`config.mk`:
```
export PLATFORM = sky130hd
export DESIGN_NAME = prm_arb_top
export DESIGN_NICKNAME = d
export VERILOG_FILES = /design/src/rtl/prm_arb_pkg.sv /design/src/rtl/prm_slot_gen.sv /design/src/rtl/prm_owner_fsm.sv /design/src/rtl/prm_cpt_seq.sv /design/src/rtl/prm_arb_top.sv
export SDC_FILE = /design/constraint.sdc
export NUM_CORES = 1
export LEC_CHECK = 0
export CAP_MARGIN = 10
export CORE_MARGIN = 2
export CORE_UTILIZATION = 38
export DETAILED_ROUTE_END_ITERATION = 16
export PLACE_DENSITY = 0.81
export SKIP_LAST_GASP = 1
export SLEW_MARGIN = 25
export SYNTH_ARGS = -nofsm -noshare
export SYNTH_HDL_FRONTEND = slang
export SYNTH_HIERARCHICAL = 1
export SYNTH_SLANG_ARGS = --single-unit
```
`constraint.sdc`:
```
create_clock -name clk_i -period 2 [get_ports clk_i]
set_input_delay 0.3 -clock clk_i [delete_from_list [all_inputs] [get_ports clk_i]]
set_output_delay 0.3 -clock clk_i [all_outputs]
set_load 0.005 [all_outputs]
```
`src/rtl/prm_arb_pkg.sv`:
```
package prm_arb_pkg;
  typedef enum logic [1:0] {OWN_IDLE, OWN_HOST, OWN_CPT} owner_e;
  localparam logic [1:0] STEP_RD0 = 2'd0;
  localparam logic [1:0] STEP_WR0 = 2'd1;
  localparam logic [1:0] STEP_RD1 = 2'd2;
  localparam logic [1:0] STEP_WR1 = 2'd3;
endpackage

```
`src/rtl/prm_slot_gen.sv`:
```
module prm_slot_gen #(
  parameter int NUM_ENG = 2,
  localparam int SW = (NUM_ENG > 1) ? $clog2(NUM_ENG) : 1
) (
  input  logic          clk_i,
  input  logic          rst_ni,
  output logic [SW-1:0] slot_o
);
  logic [SW-1:0] slot_q;

  always_ff @(posedge clk_i or negedge rst_ni) begin
    if (!rst_ni)                           slot_q <= '0;
    else if (slot_q == SW'(NUM_ENG - 1))   slot_q <= '0;
    else                                   slot_q <= slot_q + 1'b1;
  end

  assign slot_o = slot_q;

  assert_slot_wrap_R2: assert property (@(posedge clk_i) disable iff (!rst_ni)
    slot_q == SW'(NUM_ENG - 1) |=> slot_q == '0);
endmodule

```
`src/rtl/prm_owner_fsm.sv`:
```
module prm_owner_fsm
  import prm_arb_pkg::*;
#(
  parameter int HOST_CYC = 2
) (
  input  logic   clk_i,
  input  logic   rst_ni,
  input  logic   host_req_i,
  input  logic   cpt_req_i,
  input  logic   cpt_last_i,
  output owner_e owner_o,
  output logic   host_gnt_o,
  output logic   cpt_start_o,
  output logic   host_win_o
);
  localparam int CW = (HOST_CYC > 1) ? $clog2(HOST_CYC) : 1;

  owner_e        own_q;
  logic [CW-1:0] cnt_q;
  logic          pref_host_q;
  logic          pick_host, pick_cpt;

  // equal standing: preference alternates on every exclusive grant
  assign pick_host = (own_q == OWN_IDLE) && host_req_i && (!cpt_req_i || pref_host_q);
  assign pick_cpt  = (own_q == OWN_IDLE) && cpt_req_i && (!host_req_i || !pref_host_q);

  always_ff @(posedge clk_i or negedge rst_ni) begin
    if (!rst_ni) begin
      own_q       <= OWN_IDLE;
      cnt_q       <= '0;
      pref_host_q <= 1'b1;
    end else begin
      case (own_q)
        OWN_IDLE: begin
          if (pick_host) begin
            own_q       <= OWN_HOST;
            cnt_q       <= '0;
            pref_host_q <= 1'b0;
          end else if (pick_cpt) begin
            own_q       <= OWN_CPT;
            pref_host_q <= 1'b1;
          end
        end
        OWN_HOST: begin
          if (cnt_q == CW'(HOST_CYC - 1)) own_q <= OWN_IDLE;
          else                            cnt_q <= cnt_q + 1'b1;
        end
        OWN_CPT: if (cpt_last_i) own_q <= OWN_IDLE;
        default: own_q <= OWN_IDLE;
      endcase
    end
  end

  assign owner_o     = own_q;
  assign host_win_o  = (own_q == OWN_HOST);
  assign host_gnt_o  = (own_q == OWN_HOST) && (cnt_q == '0);
  assign cpt_start_o = pick_cpt;

  assert_host_window_R5: assert property (@(posedge clk_i) disable iff (!rst_ni)
    (own_q == OWN_HOST) && (cnt_q != CW'(HOST_CYC - 1)) |=> own_q == OWN_HOST);

  assert_pref_host_R10: assert property (@(posedge clk_i) disable iff (!rst_ni)
    (own_q == OWN_IDLE) && host_req_i && cpt_req_i && pref_host_q |=> host_gnt_o);

  assert_pref_cpt_R10: assert property (@(posedge clk_i) disable iff (!rst_ni)
    (own_q == OWN_IDLE) && host_req_i && cpt_req_i && !pref_host_q |=> own_q == OWN_CPT);
endmodule

```
`src/rtl/prm_cpt_seq.sv`:
```
module prm_cpt_seq
  import prm_arb_pkg::*;
#(
  parameter int AW = 8,
  parameter int DW = 16
) (
  input  logic          clk_i,
  input  logic          rst_ni,
  input  logic          start_i,
  input  logic [AW-1:0] src0_i,
  input  logic [AW-1:0] dst0_i,
  input  logic [AW-1:0] src1_i,
  input  logic [AW-1:0] dst1_i,
  input  logic [DW-1:0] rdata_i,
  output logic          busy_o,
  output logic          last_o,
  output logic          we_o,
  output logic [AW-1:0] addr_o,
  output logic [DW-1:0] wdata_o
);
  logic          active_q;
  logic [1:0]    step_q;
  logic [AW-1:0] src0_q, dst0_q, src1_q, dst1_q;

  always_ff @(posedge clk_i or negedge rst_ni) begin
    if (!rst_ni) begin
      active_q <= 1'b0;
      step_q   <= STEP_RD0;
      src0_q   <= '0;
      dst0_q   <= '0;
      src1_q   <= '0;
      dst1_q   <= '0;
    end else if (!active_q) begin
      if (start_i) begin
        active_q <= 1'b1;
        step_q   <= STEP_RD0;
        src0_q   <= src0_i;
        dst0_q   <= dst0_i;
        src1_q   <= src1_i;
        dst1_q   <= dst1_i;
      end
    end else begin
      step_q <= step_q + 2'd1;
      if (step_q == STEP_WR1) active_q <= 1'b0;
    end
  end

  always_comb begin
    case (step_q)
      STEP_RD0: addr_o = src0_q;
      STEP_WR0: addr_o = dst0_q;
      STEP_RD1: addr_o = src1_q;
      default:  addr_o = dst1_q;
    endcase
  end

  assign busy_o  = active_q;
  assign last_o  = active_q && (step_q == STEP_WR1);
  assign we_o    = step_q[0];
  assign wdata_o = rdata_i;  // sync-read data from previous step

  assert_step_order_R7: assert property (@(posedge clk_i) disable iff (!rst_ni)
    active_q && (step_q != STEP_WR1) |=> active_q && (step_q == $past(step_q) + 2'd1));

  assert_atomic_R7: assert property (@(posedge clk_i) disable iff (!rst_ni)
    last_o |-> $past(active_q) && $past(active_q, 2) && $past(active_q, 3));

  assert_start_rd0_R7: assert property (@(posedge clk_i) disable iff (!rst_ni)
    !active_q && start_i |=> active_q && (step_q == STEP_RD0));
endmodule

```
`src/rtl/prm_arb_top.sv`:
```
module prm_arb_top
  import prm_arb_pkg::*;
#(
  parameter int NUM_ENG  = 2,
  parameter int AW       = 8,
  parameter int DW       = 16,
  parameter int HOST_CYC = 2,
  localparam int SW = (NUM_ENG > 1) ? $clog2(NUM_ENG) : 1
) (
  input  logic                  clk_i,
  input  logic                  rst_ni,
  input  logic [NUM_ENG-1:0]    eng_req_i,
  input  logic [NUM_ENG-1:0]    eng_we_i,
  input  logic [NUM_ENG*AW-1:0] eng_addr_i,
  input  logic [NUM_ENG*DW-1:0] eng_wdata_i,
  output logic [NUM_ENG-1:0]    eng_gnt_o,
  output logic [NUM_ENG-1:0]    eng_stall_o,
  output logic [NUM_ENG-1:0]    eng_rvalid_o,
  input  logic                  host_req_i,
  input  logic                  host_we_i,
  input  logic [AW-1:0]         host_addr_i,
  input  logic [DW-1:0]         host_wdata_i,
  output logic                  host_gnt_o,
  output logic                  host_rvalid_o,
  input  logic                  cpt_req_i,
  input  logic [AW-1:0]         cpt_src0_i,
  input  logic [AW-1:0]         cpt_dst0_i,
  input  logic [AW-1:0]         cpt_src1_i,
  input  logic [AW-1:0]         cpt_dst1_i,
  output logic                  cpt_ack_o,
  output logic                  cpt_busy_o,
  output logic                  cpt_done_o,
  output logic [SW-1:0]         slot_o,
  output logic                  ram_en_o,
  output logic                  ram_we_o,
  output logic [AW-1:0]         ram_addr_o,
  output logic [DW-1:0]         ram_wdata_o,
  input  logic [DW-1:0]         ram_rdata_i,
  output logic [DW-1:0]         rdata_o
);
  owner_e        owner;
  logic          host_gnt, host_win, cpt_start, cpt_last, cpt_busy, cpt_we;
  logic [AW-1:0] cpt_addr;
  logic [DW-1:0] cpt_wdata;
  logic [SW-1:0] slot;
  logic [NUM_ENG-1:0] eng_gnt, eng_rv_q;
  logic          host_rv_q;

  prm_slot_gen #(.NUM_ENG(NUM_ENG)) u_slot (
    .clk_i(clk_i), .rst_ni(rst_ni), .slot_o(slot));

  prm_owner_fsm #(.HOST_CYC(HOST_CYC)) u_fsm (
    .clk_i(clk_i), .rst_ni(rst_ni),
    .host_req_i(host_req_i), .cpt_req_i(cpt_req_i), .cpt_last_i(cpt_last),
    .owner_o(owner), .host_gnt_o(host_gnt), .cpt_start_o(cpt_start),
    .host_win_o(host_win));

  prm_cpt_seq #(.AW(AW), .DW(DW)) u_cpt (
    .clk_i(clk_i), .rst_ni(rst_ni), .start_i(cpt_start),
    .src0_i(cpt_src0_i), .dst0_i(cpt_dst0_i),
    .src1_i(cpt_src1_i), .dst1_i(cpt_dst1_i),
    .rdata_i(ram_rdata_i), .busy_o(cpt_busy), .last_o(cpt_last),
    .we_o(cpt_we), .addr_o(cpt_addr), .wdata_o(cpt_wdata));

  // time-interleaved engine slots
  for (genvar e = 0; e < NUM_ENG; e++) begin : g_eng
    assign eng_gnt[e] = (owner == OWN_IDLE) && eng_req_i[e] && (slot == SW'(e));

    assert_stall_host_R5: assert property (@(posedge clk_i) disable iff (!rst_ni)
      host_win && eng_req_i[e] |-> eng_stall_o[e]);
    assert_stall_cpt_R9: assert property (@(posedge clk_i) disable iff (!rst_ni)
      cpt_busy && eng_req_i[e] |-> eng_stall_o[e]);
  end

  always_comb begin
    ram_en_o    = 1'b0;
    ram_we_o    = 1'b0;
    ram_addr_o  = '0;
    ram_wdata_o = '0;
    if (cpt_busy) begin
      ram_en_o    = 1'b1;
      ram_we_o    = cpt_we;
      ram_addr_o  = cpt_addr;
      ram_wdata_o = cpt_wdata;
    end else if (host_gnt) begin
      ram_en_o    = 1'b1;
      ram_we_o    = host_we_i;
      ram_addr_o  = host_addr_i;
      ram_wdata_o = host_wdata_i;
    end else begin
      for (int e = 0; e < NUM_ENG; e++) begin
        if (eng_gnt[e]) begin
          ram_en_o    = 1'b1;
          ram_we_o    = eng_we_i[e];
          ram_addr_o  = eng_addr_i[e*AW +: AW];
          ram_wdata_o = eng_wdata_i[e*DW +: DW];
        end
      end
    end
  end

  always_ff @(posedge clk_i or negedge rst_ni) begin
    if (!rst_ni) begin
      eng_rv_q  <= '0;
      host_rv_q <= 1'b0;
    end else begin
      eng_rv_q  <= eng_gnt & ~eng_we_i;
      host_rv_q <= host_gnt & ~host_we_i;
    end
  end

  assign eng_gnt_o     = eng_gnt;
  assign eng_stall_o   = eng_req_i & ~eng_gnt;
  assign eng_rvalid_o  = eng_rv_q;
  assign host_gnt_o    = host_gnt;
  assign host_rvalid_o = host_rv_q;
  assign cpt_ack_o     = cpt_start;
  assign cpt_busy_o    = cpt_busy;
  assign cpt_done_o    = cpt_last;
  assign slot_o        = slot;
  assign rdata_o       = ram_rdata_i;

  assert_single_owner_R1: assert property (@(posedge clk_i) disable iff (!rst_ni)
    $onehot0({eng_gnt, host_gnt, cpt_busy}));

  assert_cpt_owner_R7: assert property (@(posedge clk_i) disable iff (!rst_ni)
    cpt_busy == (owner == OWN_CPT));

  assert_engine_first_R6: assert property (@(posedge clk_i) disable iff (!rst_ni)
    (|eng_gnt) && host_req_i && !cpt_req_i |=> host_gnt);
endmodule

```
# After elaboration in Yosys (flattened, before gate mapping)

Cells that the tools add are included.

Bits in registers: 43
Latch bits: 0
Memory bits (writable): 0
ROM bits: 0
Bits of input ports: 129
Output and inout port bits: 54
Logic and storage cells: 90
Memories: 0

Add/subtract/negate cells: 3
$mul: 0
Divide/modulo/power cells: 0
Magnitude comparators: 0
Equality and inequality tests: 9
Shifts and indexed selects: 0
Multiplexer cells: 33
Bitwise operators: 9
Reduce and logical (&&, ||, !) cells: 24

Operator list:

| operator            | count |
|---|---|
| $mux 16             | 4 |
| $mux 8              | 4 |
| $pmux 8 s3          | 1 |
| $mux 1              | 16 |
| $mux 2              | 6 |
| $logic_and 1x1->1   | 10 |
| $eq 2x2->1 const B  | 3 |
| $pmux 2 s3          | 1 |
| $reduce_and 2->1    | 3 |
| $reduce_bool 2->1   | 3 |
| $and 2x2->2         | 2 |
| $eq 2x1->1 const B  | 2 |
| $logic_not 2->1     | 2 |
| $ne 2x1->1 const B  | 2 |
| $not 1->1           | 4 |
| $not 2->2           | 2 |
| $logic_not 1->1     | 3 |
| $ne 3x2->1 const B  | 1 |
| $reduce_and 3->1    | 1 |
| $add 1x1->1 const B | 2 |
| $add 2x1->2 const B | 1 |
| $logic_or 1x1->1    | 2 |
| $ne 2x2->1 const B  | 1 |
| $pmux 1 s2          | 1 |
| $and 1x1->1         | 1 |

# Depth between registers and ports, before layout

Gate-level depths: netlist (run 1).

Depth in word-level cells: 7
Mapped depth: 7

# Hierarchy

The synthesis (run 1) kept the hierarchy.

Modules (own cells, without submodules):

| module        | instances | cells each | area an instance (µm²) | seq. area each (µm²) |
|---|---|---|---|---|
| prm_cpt_seq   | 1         | 130        | 1866.8                 | 875.8 |
| prm_arb_top   | 1         | 120        | 999.7                  | 75.1 |
| prm_owner_fsm | 1         | 19         | 187.7                  | 101.3 |
| prm_slot_gen  | 1         | 2          | 28.8                   | 25.0 |

# Worst setup path before layout (run 1)

No wires, ideal clock.

Kind: register -> output
From: reg u_cpt.step_q[0]
To: out ram_addr_o[5]
Data arrival time: 1.448 ns
Required time: 1.700 ns
Slack: 0.252 ns
Stages on the path, launching flop included: 8
Path buffers: 1
Cells stage by stage: dfrtp_1 inv_1 ha_1 clkbuf_1 a222oi_1 mux2i_1 o22ai_1 a21oi_2

Word-level cells in the longest chain between the ends: 3

RTL lines:

| what                                     | line              | source |
|---|---|---|
| start, declared                          | prm_cpt_seq.sv:22 | `logic [1:0] step_q;` |
| start signal, assigned                   | prm_cpt_seq.sv:43 | `step_q <= step_q + 2'd1;` |
| $eq 2x2->1, or another cell as far along | prm_cpt_seq.sv:49 | `case (step_q)` |
| $pmux 8 s3 (*)                           | prm_cpt_seq.sv:49 |  |
| named net cpt_addr[5]                    | prm_arb_top.sv:43 | `logic [AW-1:0] cpt_addr;` |
| $mux 8 (*)                               | prm_arb_top.sv:80 | `if (cpt_busy) begin` |
| end, declared                            | prm_arb_top.sv:36 | `output logic [AW-1:0] ram_addr_o,` |

The timed path passes the listed nets; every way through them passes the cells marked *.

# Final worst setup path (run 1)

From: reg u_cpt.step_q[0]
To: out ram_addr_o[7]

The elaborated chain is that of the path after synthesis.

==> results.md, run 1 <==
* Outcome: complete, but fails checks
* Failing checks: setup timing
* Cells after Synth at 271
* Combinational group share of total power at 0.679
* Unrepaired setup endpoints after global routing: yes
* Total grt overflow at 0
* Setup crit start: u_cpt/step_q[0]$_DFFE_PN0P_
* Fraction of registers with async set/reset at 1.00
* Required time worst endpoint at 1.70 ns
* Launch point of the worst reg-to-reg path: u_fsm/owner_o[0]$_DFFE_PN0P_
* Headroom to the max-slew limit at 0.625
* Pre-CTS setup slack at -0.467 ns
* Clock tree from TritonCTS: built
* Site Rows at 32
* Routability cong. at 0.871
* Tmin final at 2.31 ns
* Cell-internal power at 4.54 mW
* Number of storage elements in the synthesis netlist at 43
* Critical path class: flop to primary output
* Post-synthesis net count at 405
* Clock H-tree levels at 2
* Nets@finish at 624
* Number of synthesized flops with an enable pin at 0
* Post-synthesis sequential area ratio at 0.349
* Net switching power at 2.63 mW
* Commonest register cell after synthesis: sky130_fd_sc_hd__dfrtp_1
* Length of the first detailed-routing pass in iterations at 4
* Warning count from the yosys run at 6
* Worst reg-to-reg path cell count at 6
* Total chip power at 7.17 mW
* Hold violation count in the final report at 0
* Pin count of the biggest net entering global routing at 25
* Average size of a mapped cell at 11.4 µm²
* Maximum clock skew at final layout at 0.00588 ns
* Full die area at 0.00885 mm²
* Summed instance area of the synthesized netlist at 0.00308 mm²
* Total number of clock tree sinks at 43
* Number of top-level pins at 183
* Number of antenna violations at the first check in global routing at 0
* Maximum vdd drop at 754 µV
* Number of global-route vias before repair at 3,233
* Data arrival time of the critical path at 2.01 ns
* Commonest cells after routing, fill and taps aside: sky130_fd_sc_hd__clkdlybuf4s50_1, sky130_fd_sc_hd__buf_4, sky130_fd_sc_hd__dfrtp_1
* Post-DP HPWL at 7990 µm
* Max-Cap Viols at 0
* Final setup violation count at 25
* Power per cell area at 1250 mW/mm²
* Iteration-0 DRC count of the detailed router at 125
* Post-synth top area share at 0.341
* Count of nets left with antenna violations after detail routing at 0
* Highest achievable clock rate at 433 MHz
* Global router's overall resource usage at 0.252
* Worst min-delay path startpoint: u_cpt/src1_q[6]$_DFFE_PN0P_
* Max-slew violations at 0
* Commonest non-fill, non-tap cell in the layout: sky130_fd_sc_hd__clkdlybuf4s50_1
* Post-route setup TNS at -4.49 ns
* Actual slew at the worst max-slew pin at 0.562 ns
* Die Width at 94.1 µm
* Antenna cell count at 0
* Clk root buf: sky130_fd_sc_hd__clkbuf_8
* Initial core utilization at 0.395
* PortBufs at 182
* Period Utilization, post-route at 1.16
* Leakage at 2.42 nW
* Clock slew seen by the registers of the worst setup and hold paths at 0.09 ns
* Class of the most critical hold timing path: flop to flop
* Critical path startpoint category: flop
* Number of cells traversed by the worst hold path at 1
* Signed area change from the synthesized netlist to the final layout at 86.5%
* Residual DRC count at 0
* Total clock buffers created by CTS at 5
* Placeable core area at 0.00781 mm²
* Routed length per instance at 20.0 µm
* Wire length of the first global-routing pass at 17,100 µm
* Routed WL at 11,900 µm
* Maximum net fanout on the critical path at 7
* Worst Setup Slack, final at -0.311 ns
* Source-to-sink clock delay at the later pin of the worst-skew pair at 0.30 ns
* Net Sw Frac at 0.366
* Ratio of routed vias to standard cells at 5.26
* Ratio of cells with drive above 1 in the final layout at 0.450
* Die Y at 94.1 µm
* Sequential Power Share at 0.226
* Buffers from clock root to sink, at most at 2
* Clk network pwr share at 0.095
* Top cells by area, synth: sky130_fd_sc_hd__dfrtp_1, sky130_fd_sc_hd__mux2_4, sky130_fd_sc_hd__buf_4, sky130_fd_sc_hd__a22oi_2, sky130_fd_sc_hd__o22ai_1
* Crit end category: primary output
* Fin Hold WS at 0.519 ns
* Post-synthesis cell type with the largest combined area: sky130_fd_sc_hd__dfrtp_1
* Cell variety after synth at 41
* Detailed-route via count at 3,119
-- area by class of cell --
class,count,area [µm²]
multi-input combinational,161,1760
sequential,43,1080
timing repair buffer,264,2610
clock inverter,3,43.8
inverter,15,58.8
clock buffer,5,68.8
fill,505,2060
tap,102,128
-- sequential cells by signal, summed over array words and instances, names as in the netlist --
name               count
eng_rvalid_o           2
u_slot/slot_o          1
u_cpt/dst0_q           8
u_fsm/cnt_q            1
u_cpt/busy_o           1
u_cpt/src1_q           8
u_fsm/pref_host_q      1
u_cpt/step_q           2
host_rvalid_o          1
u_cpt/src0_q           8
u_fsm/owner_o          2
u_cpt/dst1_q           8
-- path summary, 6_finish.rpt --
path                                                  to  slack [ns]
hold reg to reg              u_cpt/src1_q[6]$_DFFE_PN0P_        0.52
max in group asynchronous  u_fsm/pref_host_q$_DFFE_PN1P_        0.83
setup / recovery                           ram_addr_o[7]       -0.31
setup reg to reg             u_cpt/src1_q[5]$_DFFE_PN0P_        0.15
min in group asynchronous    u_cpt/src0_q[0]$_DFFE_PN0P_        0.53
hold / removal               u_cpt/src1_q[6]$_DFFE_PN0P_        0.52
-- power by group through the flow --
stage | registers [mW] | logic [mW] | clock network, mW
2_1_floorplan | 1.53 | 2.24 | 0
3_3_place_gp | 1.56 | 4.17 | 0
3_5_place_dp | 1.60 | 4.26 | 0
4_1_cts | 1.62 | 4.65 | 0.700
5_1_grt | 1.66 | 5.18 | 0.730
6_report | 1.62 | 4.87 | 0.681
-- logic make-up after synthesis --
logic type | Yosys count | share of synthesized area
buffers and inverters | 67 | 0.155
AO/OA/AOI/OAI | 89 | 0.237
multiplexers | 41 | 0.182
flip-flops | 43 | 0.349
AND/OR/NAND/NOR | 26 | 0.0564
adder cells (fa/ha/maj) | 5 | 0.0203
-- routing by layer --
| layer | routed length, µm | vias up | part of all wire | track usage |
|---|---|---|---|---|
| li1 | - | 1421 | - | - |
| met1 | 4410 | 1532 | 0.37 | 0.287 |
| met2 | 6380 | 140 | 0.54 | 0.465 |
| met3 | 830 | 26 | 0.070 | 0.0498 |
| met4 | 250 | 0 | 0.021 | 0.0870 |
| met5 | 0 | - | 0 | 0 |
-- Yosys cell counts (7+ instances only) --
| master | number |
|---|---|
| sky130_fd_sc_hd__a22oi_1 | 8 |
| sky130_fd_sc_hd__a21oi_1 | 15 |
| sky130_fd_sc_hd__mux2_4 | 29 |
| sky130_fd_sc_hd__clkbuf_1 | 7 |
| sky130_fd_sc_hd__mux2i_1 | 8 |
| sky130_fd_sc_hd__o22ai_1 | 23 |
| sky130_fd_sc_hd__a22oi_2 | 17 |
| sky130_fd_sc_hd__buf_4 | 33 |
| sky130_fd_sc_hd__dfrtp_1 | 42 |
| sky130_fd_sc_hd__a222oi_1 | 8 |
| sky130_fd_sc_hd__a21oi_2 | 10 |
| sky130_fd_sc_hd__inv_1 | 13 |
-- worst max-delay path, cell delays in order (launching register included) --
cell and delay (ns):
sky130_fd_sc_hd__dfrtp_2 0.44, sky130_fd_sc_hd__inv_4 0.06, sky130_fd_sc_hd__ha_4 0.19, sky130_fd_sc_hd__buf_6 0.12, sky130_fd_sc_hd__a222oi_1 0.32, sky130_fd_sc_hd__mux2i_1 0.17, sky130_fd_sc_hd__o22ai_1 0.21, sky130_fd_sc_hd__a21oi_1 0.07
sky130_fd_sc_hd__buf_2 0.13
-- timing repair --
item,4_1_cts,5_1_grt
pin swaps,40,33
buffers inserted,35,11
cloned,5,2
hold endpoints to repair,12,0
resized for setup,161,32
hold buffers,1,0
endpoints found under the setup margin,33,28
-- through the flow --
stage / cell area [µm²] / utilization / cells
3_3_place_gp: 4970 / 0.636 / 537
5_1_grt: 5750 / 0.736 / 593
2_1_floorplan: 3080 / - / 271
6_report: 5750 / 0.736 / 593
4_1_cts: 5620 / 0.719 / 586
3_5_place_dp: 4970 / 0.636 / 537
Note: power is estimated with default switching activity, not from simulation.
==> inputs of run 2 (changes only) <==
Settings changed: CTS_CLUSTER_DIAMETER set to 80.
==> results of run 2 <==
Same layout as run 1: the final DEF is identical, and so are final timing and power.
